--- src/rtl/apb_wait_mem.sv ---
module apb_wait_mem #(
  parameter int ADDR_W = 32,
  parameter int DATA_W = 32,
  parameter int IDX_W  = 4,
  parameter int WAIT_W = 4,
  parameter logic [DATA_W-1:0] DEFAULT_WORD = 'hDEAD_BEEF,
  parameter bit READY_IDLE = 1'b1
) (
  input  logic              clk,
  input  logic              rst_n,
  input  logic              psel,
  input  logic              penable,
  input  logic              pwrite,
  input  logic [ADDR_W-1:0] paddr,
  input  logic [DATA_W-1:0] pwdata,
  input  logic [WAIT_W-1:0] wait_cnt,
  input  logic              err_inj,
  output logic [DATA_W-1:0] prdata,
  output logic              pready,
  output logic              pslverr
);
  localparam int DEPTH = 1 << IDX_W;
  localparam int LSB   = $clog2(DATA_W / 8);

  logic [DATA_W-1:0] mem [DEPTH];
  logic [DEPTH-1:0]  vld;
  logic              busy, wr_q, err_q;
  logic [WAIT_W-1:0] cnt_q;

  logic [IDX_W-1:0]  idx;
  logic [DATA_W-1:0] rd_word;
  logic              setup, done, addr_unused;

  assign idx         = paddr[LSB +: IDX_W];
  assign addr_unused = ^{paddr[ADDR_W-1:LSB+IDX_W], paddr[LSB-1:0]};
  assign rd_word     = vld[idx] ? mem[idx] : DEFAULT_WORD;
  assign setup       = psel & ~penable & ~busy;
  assign done        = busy & psel & penable & pready;

  always_ff @(posedge clk or negedge rst_n) begin
    if (!rst_n) begin
      busy    <= 1'b0;
      wr_q    <= 1'b0;
      err_q   <= 1'b0;
      cnt_q   <= '0;
      vld     <= '0;
      pready  <= READY_IDLE;
      pslverr <= 1'b0;
      prdata  <= '0;
    end else if (done) begin
      busy    <= 1'b0;
      pready  <= READY_IDLE;
      pslverr <= 1'b0;
      prdata  <= '0;
      if (wr_q) vld[idx] <= 1'b1;
    end else if (setup) begin
      busy  <= 1'b1;
      wr_q  <= pwrite;
      err_q <= err_inj;
      cnt_q <= wait_cnt;
      if (wait_cnt == '0) begin
        pready  <= 1'b1;
        pslverr <= err_inj;
        prdata  <= pwrite ? '0 : rd_word;
      end else begin
        pready <= 1'b0;
      end
    end else if (busy && !pready) begin
      if (cnt_q == WAIT_W'(1)) begin
        pready  <= 1'b1;
        pslverr <= err_q;
        prdata  <= wr_q ? '0 : rd_word;
      end else begin
        cnt_q <= cnt_q - 1'b1;
      end
    end
  end

  always_ff @(posedge clk)
    if (done && wr_q) mem[idx] <= pwdata;

  a_r1_setup_starts: assert property (@(posedge clk) disable iff (!rst_n)
    setup |=> busy);
  a_r5_err_only_with_ready: assert property (@(posedge clk) disable iff (!rst_n)
    pslverr |-> pready);
  a_r6_data_only_with_ready: assert property (@(posedge clk) disable iff (!rst_n)
    (prdata != '0) |-> pready);
  a_r7_release_after_done: assert property (@(posedge clk) disable iff (!rst_n)
    done |=> (pready == READY_IDLE && !pslverr && prdata == '0));
  a_r8_idle_outputs: assert property (@(posedge clk) disable iff (!rst_n)
    !busy |-> (pready == READY_IDLE && !pslverr && prdata == '0));
  a_r10_args_held: assert property (@(posedge clk) disable iff (!rst_n)
    (busy && !done) |=> ($stable(err_q) && $stable(wr_q)));
endmodule

--- config.mk ---
export PLATFORM = sky130hd
export DESIGN_NAME = apb_wait_mem
export DESIGN_NICKNAME = d
export VERILOG_FILES = /design/src/rtl/apb_wait_mem.sv
export SDC_FILE = /design/constraint.sdc
export NUM_CORES = 1
export LEC_CHECK = 0
export ABC_AREA = 1
export BUFFER_PORTS_ARGS = -buffer_cell sky130_fd_sc_hd__buf_2
export CAP_MARGIN = 20
export CORE_UTILIZATION = 55
export DETAILED_ROUTE_END_ITERATION = 10
export PLACE_DENSITY = 0.84
export SLEW_MARGIN = 40
export SYNTH_ARGS = -nofsm -noshare
export SYNTH_HDL_FRONTEND = slang
export SYNTH_SLANG_ARGS = --single-unit
--- constraint.sdc ---
create_clock -name clk -period 2.65 [get_ports clk]
set_input_delay 0.53 -clock clk [delete_from_list [all_inputs] [get_ports clk]]
set_output_delay 0.53 -clock clk [all_outputs]
set_load 0.05 [all_outputs]
==> out/metrics.cfg <==
[placed_design]
port-buffer-count = 79
gpl.final_weighted_congestion = 0.822
post-dp-hpwl_microns = 31900
placedCellCount = 2943

[clock_network]
clkTransAtPathRegs_ns = 0.06
cts_tree = done
clkLatencyLatePin_ns = 0.60
cts.sink_count = 569
cts_made_buffers = 55
ctsHtreeMaxLevel = 2
number_of_gates_given_a_new_drive_strength_after_cts = 0
clock_path_buffers = 3
clock-root-buffer = clkbuf_16

[critical_path]
critical_path_class = flop to flop
crit_path_cell_trace = nand4_1 > nor2_1 > buf_4 > nand2_1 > nor2_4 > buf_4
critPathCaptureType = flop
critical_path.max_fanout = 13
critical_path.startpoint_type = flop
critPathMostFrequentCell = buf_4
cp.buffers_inverters = 2
crit_required_ns = 2.92
worst_path_max_delay_cell = dfstp_2
worst-endpoint-arrival_ns = 2.43
cpPeakStageDelay_ns = 0.54
cp_top_family = simple AND/OR/NAND/NOR gates

[yosys]
seq_area_frac_synth = 0.706
synth_warnings = 0
number_of_distinct_library_cells_after_synthesis = 31
synth_area_leaders = edfxtp_1, nand2_1, dfrtp_1, buf_2, buf_4
synthesis.area_per_instance_sq_um = 10.2
yosys_top_cell_by_area = edfxtp_1
post-synth-top-area-fraction = 0.646
synth_seq_cells = 569
netlist_area_before_placement_sq_um = 23800
syn_nets = 2411
netlist_instances = 2335

[detailed_routing]
detail_route.wl_per_cell_microns = 18.1
detail_route.vias_per_cell = 5.41
vias = 16500
detail_route.wirelength_microns = 55300
initialDrtViolationCount = 1821
drt-pass1-iter-count = 5
drc = 0
antenna_left = 0

[timing]
max_slew.worst_pin.slew_ns = 0.616
final_min_period_over_clock_period = 0.816
timing.final.setup_violations = 0
fmax_mhz = 463
slew_headroom = 0.589
clock_skews_ns = 0.0185
drv_slew = 0
timing_hold_violations_final = 0
grt_setup_unrepaired = no
finalWorstPathRequiredPeriod_ns = 2.16

[global_route]
antenna_found_initial = 1
grt_pass1_wl_microns = 86000
grt_remaining_overflow = 0
grt_pass1_vias = 16400
grt_start_max_net_pins = 129
all_layer_global_routing_usage = 0.255

[run_status]
outcome = finished, final reports clean

[final_layout]
areaGrowthSynthToFinish_pct = 13.7
finish.utilization = 0.639
layoutNonFillerInstCount = 3049
finish.net_count = 2500
layout-drive-gt1-share = 0.107

[die]
fp.coreArea_sq_um = 42300
dieWidth_microns = 210
row_count = 75
pin_count = 108
start_util = 0.562
die_height_microns = 210
design.die.area_sq_um = 44100

[job]
max_cap_viol_count = 0

[power_and_ir_drop]
vdd_drop_max_mv = 0.610
cellPowerDensity_nw_per_um2 = 777
total_leakage_power_nw = 11.7
power_mw = 21.0

[worst_hold_path]
worstHoldPathType = input port to flop

-- registers in the layout (all words and copies together) (netlist names) --
signal,flops
mem,512
prdata,32
vld,16
cnt_q,4
busy,1
err_q,1
pready,1
pslverr,1
wr_q,1
-- cells by family (layout without fill, tap and decap cells) --
logic type,after synthesis,in the layout,synth area share
DFF,569,569,0.706
buffers and inverters,139,275,0.0311
adders and majority gates,2,2,0.00105
other,0,1,0
xor gates and xnor gates,2,2,0.000736
and+or+nand+nor,1611,1611,0.258
AOI/OAI and AO/OA,12,12,0.00284
-- placed cells by master (no fill, tap or decap), types with 2 or more instances in the layout --
cell	Yosys	final
clkbuf_16	0	56
nor2_4	2	21
clkbuf_8	0	2
ha_1	2	2
clkinv_2	0	10
nand4_1	2	2
buf_4	27	39
a21oi_1	3	3
edfxtp_1	512	512
o21ai_0	4	4
nand2_1	1529	1529
inv_6	0	3
bufinv_16	0	8
nand3_1	9	9
buf_12	0	23
dfrtp_1	56	56
nor2_1	49	30
o211ai_1	2	2
clkinv_1	1	12
inv_2	3	2
clkbuf_1	13	14
buf_2	61	77
inv_1	25	25
or2_2	16	16
-- worst reg2reg max path: stages, from the launching register on --
cell	delay (ns)
dfstp_2	0.54
nand4_1	0.21
nor2_1	0.15
buf_4	0.17
nand2_1	0.24
nor2_4	0.21
buf_4	0.32
-- cell usage after synthesis, drive strengths merged --
cell type,n
dfstp,1
inv,29
nand3,9
xnor2,1
or2,16
a21oi,3
nor2,51
xor2,1
a31oi,1
o21ai,5
o22ai,1
clkbuf,13
edfxtp,512
nand2,1531
ha,2
nor3,2
clkinv,1
buf,96
o211ai,2
dfrtp,56
nand4,2
-- through the flow --
step                      setup WS [ns]  hold WS (ns)  instance area, sq um  setup TNS, ns
after global routing              0.408         0.167                 27000              0
after floorplan                  -0.403         0.234                 23800        -208.74
after detailed placement          0.238         0.414                 25200              0
after CTS                         0.495         0.136                 27000              0
after global placement            0.329         0.407                 25200              0
final                             0.488         0.164                 27000              0
-- layout make-up --
type | count | area (sq um)
tap | 577 | 722
sequential | 569 | 16800
clock buffer | 72 | 1480
inverter | 30 | 120
fill | 3001 | 15300
timing repair buffer | 141 | 1160
clock inverter | 32 | 365
multi-input combinational | 1627 | 6390
antenna | 1 | 2.50
-- path summary, 6_finish.rpt --
path                               startpoint                      to  slack [ns]  cells after the start
max                        pready$_DFFE_PN1P_    mem[12][5]$_DFFE_PP_        0.49                      6
min                                   err_inj       err_q$_DFFE_PN0P_        0.16                      3
max reg2reg                pready$_DFFE_PN1P_    mem[12][5]$_DFFE_PP_        0.49                      6
min reg2reg                vld[5]$_DFFE_PN0P_      vld[5]$_DFFE_PN0P_        0.47                      1
max in group asynchronous               rst_n     vld[11]$_DFFE_PN0P_        1.62                      3
min in group asynchronous               rst_n  prdata[29]$_DFFE_PN0P_        0.34                      2
-- power breakdown --
part           internal (mW)  switching, mW  leakage [nW]
Clock                   4.72           3.24         0.906
Combinational          0.681           2.04          5.44
Sequential              10.2          0.194          5.32
-- layer usage --
| metal | track usage | vias up | wire length, microns |
|---|---|---|---|
| li1 | - | 7676 | - |
| met1 | 0.328 | 7793 | 20900 |
| met2 | 0.435 | 894 | 27300 |
| met3 | 0.0393 | 129 | 5530 |
| met4 | 0.106 | 0 | 1620 |
| met5 | 0 | - | 0 |
-- repair_timing --
item	4_1_cts	5_1_grt
setup buffers	0	0
hold buffers	1	0
endpoints found under the hold margin	10	0
No activity file was read; power rests on OpenSTA's default activity.
